`src/rtl/acc_hex_display.sv`:
```
module acc_hex_display #(
  parameter int VAL_W = 4,
  parameter int ACC_W = 8
) (
  input  logic             clk,
  input  logic             rst,
  input  logic             dir_sub,
  input  logic [VAL_W-1:0] val,
  output logic [ACC_W-1:0] total,
  output logic [1:0]       mode,
  output logic [6:0]       seg_hi,
  output logic [6:0]       seg_lo
);

  localparam int PAD_W = ACC_W - VAL_W;

  typedef enum logic [1:0] {ST_INIT = 2'b00, ST_ADD = 2'b01, ST_SUB = 2'b10} mode_t;

  mode_t             state;
  logic [ACC_W-1:0]  operand;

  assign operand = {{PAD_W{1'b0}}, val};

  always_ff @(posedge clk) begin
    if (rst) begin
      total <= '0;
      state <= ST_INIT;
    end else if (dir_sub) begin
      total <= total - operand;
      state <= ST_SUB;
    end else begin
      total <= total + operand;
      state <= ST_ADD;
    end
  end

  assign mode = state;

  function automatic logic [6:0] glyph(input logic [3:0] nib);
    logic [6:0] on;
    case (nib)
      4'h0: on = 7'b0111111;
      4'h1: on = 7'b0000110;
      4'h2: on = 7'b1011011;
      4'h3: on = 7'b1001111;
      4'h4: on = 7'b1100110;
      4'h5: on = 7'b1101101;
      4'h6: on = 7'b1111101;
      4'h7: on = 7'b0000111;
      4'h8: on = 7'b1111111;
      4'h9: on = 7'b1101111;
      4'hA: on = 7'b1110111;
      4'hB: on = 7'b1111100;
      4'hC: on = 7'b0111001;
      4'hD: on = 7'b1011110;
      4'hE: on = 7'b1111001;
      default: on = 7'b1110001;
    endcase
    return ~on;
  endfunction

  assign seg_lo = glyph(total[3:0]);
  assign seg_hi = glyph(total[ACC_W-1 -: 4]);

  // the cycle after a reset edge shows a cleared total in init
  p_reset_clear_r1: assert property (@(posedge clk) disable iff (rst)
    $past(rst) |-> (total == '0 && mode == 2'b00));


  p_add_step_r2: assert property (@(posedge clk) disable iff (rst)
    (!dir_sub) |=> (total == ACC_W'($past(total) + {{PAD_W{1'b0}}, $past(val)})));


  p_sub_step_r3: assert property (@(posedge clk) disable iff (rst)
    dir_sub |=> (total == ACC_W'($past(total) - {{PAD_W{1'b0}}, $past(val)})));

  p_mode_add_r6: assert property (@(posedge clk) disable iff (rst)
    (!dir_sub) |=> (mode == 2'b01));

  p_mode_sub_r6: assert property (@(posedge clk) disable iff (rst)
    dir_sub |=> (mode == 2'b10));

  p_mode_legal_r6: assert property (@(posedge clk) disable iff (rst)
    mode != 2'b11);

endmodule

```
`config.mk`:
```
export PLATFORM = sky130hd
export DESIGN_NAME = acc_hex_display
export DESIGN_NICKNAME = d
export VERILOG_FILES = /design/src/rtl/acc_hex_display.sv
export SDC_FILE = /design/constraint.sdc
export NUM_CORES = 1
export LEC_CHECK = 0
export ABC_AREA = 1
export BUFFER_PORTS_ARGS = -buffer_cell sky130_fd_sc_hd__buf_2
export CELL_PAD_IN_SITES_DETAIL_PLACEMENT = 1
export CELL_PAD_IN_SITES_GLOBAL_PLACEMENT = 2
export CORE_ASPECT_RATIO = 0.7
export CORE_UTILIZATION = 30
export DETAILED_ROUTE_END_ITERATION = 6
export PLACE_DENSITY_LB_ADDON = 0.1
export SLEW_MARGIN = 20
export SYNTH_ARGS = -nofsm -noshare
export SYNTH_HDL_FRONTEND = slang
export SYNTH_SLANG_ARGS = --single-unit
```
`constraint.sdc`:
```
create_clock -name clk -period 4.2 [get_ports clk]
set_clock_uncertainty 0.1 [all_clocks]
set_input_delay 0.84 -clock clk [delete_from_list [all_inputs] [get_ports clk]]
set_output_delay 0.84 -clock clk [all_outputs]
set_load 0.1 [all_outputs]
```
==> flow_summary.ini <==
[yosys]
synth-edff-count = 0
syn_nets = 269
ys_ff_latch = 24
postSynthAreaPerCell_sq_um = 7.03
ys.flop_type = dfxtp_1
synthTopCellsByCount = nand2_1 (61), inv_1 (45), nor2_1 (28), dfxtp_1 (24), ha_1 (23)
ys.warnings.count = 0
synthTopCellsByArea = dfxtp_1 (29%), ha_1 (17%), nand2_1 (14%)
netlist-cell-type-count = 31
synth-async-reset-ratio_pct = 0
synth.top_cell.area_share_pct = 28.7
synthCells = 238
yosysMostFrequentCell = nand2_1
seq_area_frac_synth_pct = 28.7
synth_area_sq_um = 1670
yosysTopAreaCell = dfxtp_1

[timing]
min_period_over_period_pct = 81.5
finalSetupViolCount = 0
max_slew_margin_pct = 67.7
hold_viol = 0
setup_slack_ns = 0.777
worst_slew_pin_slew_ns = 0.488
grt_setup_unrepaired = false
period_needed_ns = 3.42
finalMaxSlewViolations = 0
fin_tns_setup_ns = 0
fin_hold_ws_ns = 0.532
max_freq_mhz = 292

[floorplanning]
die_x_um = 91.3
die_h_um = 64.5
dieArea_sq_um = 5890
core.rowCount = 22
start_util_pct = 31.5
ioPinCount = 31
fp.coreArea_sq_um = 5310

[cells_and_area]
layout-drive-gt1-share_pct = 18.7
num_antenna_cells = 0
syn2layout_area_growth_pct = 16.7
nets = 299

[global_route]
grt_use_total_pct = 14.3
grt_pass1_vias = 1369
antenna_found_initial = 0
grt_overflow = 0
grt_first_pass_wirelength_mm = 6.58
grt_max_degree = 15

[clocking]
cts_tree = built
clk_pin_slew_ns = 0.09
cts_root_buffer = clkbuf_8
numCtsBuffers = 3
insertion_delay_ns = 0.27
clockBufferDepth = 2
cts_resized = 0
clock-sinks = 24
cts_setup_buffers = 0
postCtsHoldBufs = 0
cts_max_level = 1

[placement]
dp_slack_ns = 0.422
place_congestion = 0.756
dp_hpwl_mm = 3.18
port-buffer-count = 30

[route]
drtAntennaViolNets = 0
post-route-drc-count = 0
via_per_inst = 4.26
drt-pass1-iter-count = 4
wl_per_cell_um = 11.1
wl_mm = 3.75
first_iter_violations = 36
num_vias = 1445

[worst_hold_path]
hold_class = flip-flop to flip-flop
hold_depth = 3

[job]
cap_viol_max_count = 0

[critical_path]
cp-start-kind = input pin
critical_path.most_common_cell = nand2_1
worst-path-max-fanout = 5
ff2ff_path_depth = 15
worst_ep_required_time_ns = 4.27
criticalPathCategory = input pin to flip-flop
critPathTopFamily = simple AND/OR/NAND/NOR gates
cp.arrival_ns = 3.49
cp_num_cells = 18
path_cells = buf_2, nor3_1, ha_1, o21ai_0, ha_1, nand2_1, inv_1, nand2_1, nand3_1, nand2_1, nand2_1, nor2_1, inv_1, ha_1, inv_1, nand4_1, nand3_1, nand2_1
slowest_stage = ha_1
crit_path_end_kind = flip-flop
cp_num_buf_inv = 4
slowest_delay_ns = 0.32

[run_status]
outcome = complete, no violations
-- placed cells by master, fill, tap and decap left out --
cell type,count
nor3_1,1
dfxtp_1,24
a21oi_2,1
fa_1,1
a21o_1,1
clkbuf_8,3
nand3_1,5
buf_2,30
nand3_2,1
nand2_1,61
o21ai_0,6
and2_1,1
nand3b_4,1
nor2_1,28
nor3_4,1
nand2_4,1
xnor2_1,1
o21ai_1,7
nand2_2,2
bufinv_16,1
or2_1,1
nor2_2,3
nand4_1,6
a31oi_1,2
nand3b_1,1
or2_4,1
a21oi_1,2
a22oi_1,1
nand3_4,2
inv_1,45
ha_1,23
inv_2,3
-- worst reg2reg max path: cells and delay by family, from the launching register on --
family	cells	cell delay, ns
simple gates	8	0.89
fa+ha+maj	3	0.88
flops	1	0.34
buf+inv	4	0.27
-- stage by stage --
| stage | util, % | instance area [sq um] | instances |
|---|---|---|---|
| CTS | 36.8 | 1950 | 339 |
| finish | 36.8 | 1950 | 339 |
| global route | 36.8 | 1950 | 339 |
| detailed placement | 35.4 | 1880 | 335 |
| global placement | 35.4 | 1880 | 335 |
| floorplan | - | 1670 | 238 |
-- metal layers --
layer  wire length [um]  vias to the layer above  track usage [%]
met5                  0                        -                0
met4                 25                        0             2.38
met3                128                        2             3.29
met2               1450                       25             20.5
met1               2150                      631             21.6
li1                   -                      787                -
-- cell families after synthesis --
group	after synthesis	synth area share, %
adders and majority gates	24	18.4
DFF	24	28.7
AOI/OAI and AO/OA	20	6.65
xor gates and xnor gates	1	0.523
buffers and inverters	53	12.6
and+or+nand+nor	116	33.1
-- path summary, 6_finish.rpt --
kind                                     startpoint             endpoint  slack (ns)
worst min-delay path            total[0]$_SDFF_PP0_  total[0]$_SDFF_PP0_        0.53
worst max register to register  total[0]$_SDFF_PP0_            flip-flop        1.59
worst min register to register  total[0]$_SDFF_PP0_  total[0]$_SDFF_PP0_        0.53
worst max-delay path                         val[2]            flip-flop        0.78
-- layout make-up --
cell class              instances  area [sq um]
inverters                      48           180
flip-flops and latches         24           480
well taps                      72          90.1
repair buffers                 30           150
clock buffers                   3          41.3
fillers                       702          3360
multi-input cells             161           982
clock inverters                 1          30.0
Power is left out: the tool's default activity adds up to more than one toggle a clock period on the data nets, which glitch-free logic cannot reach.
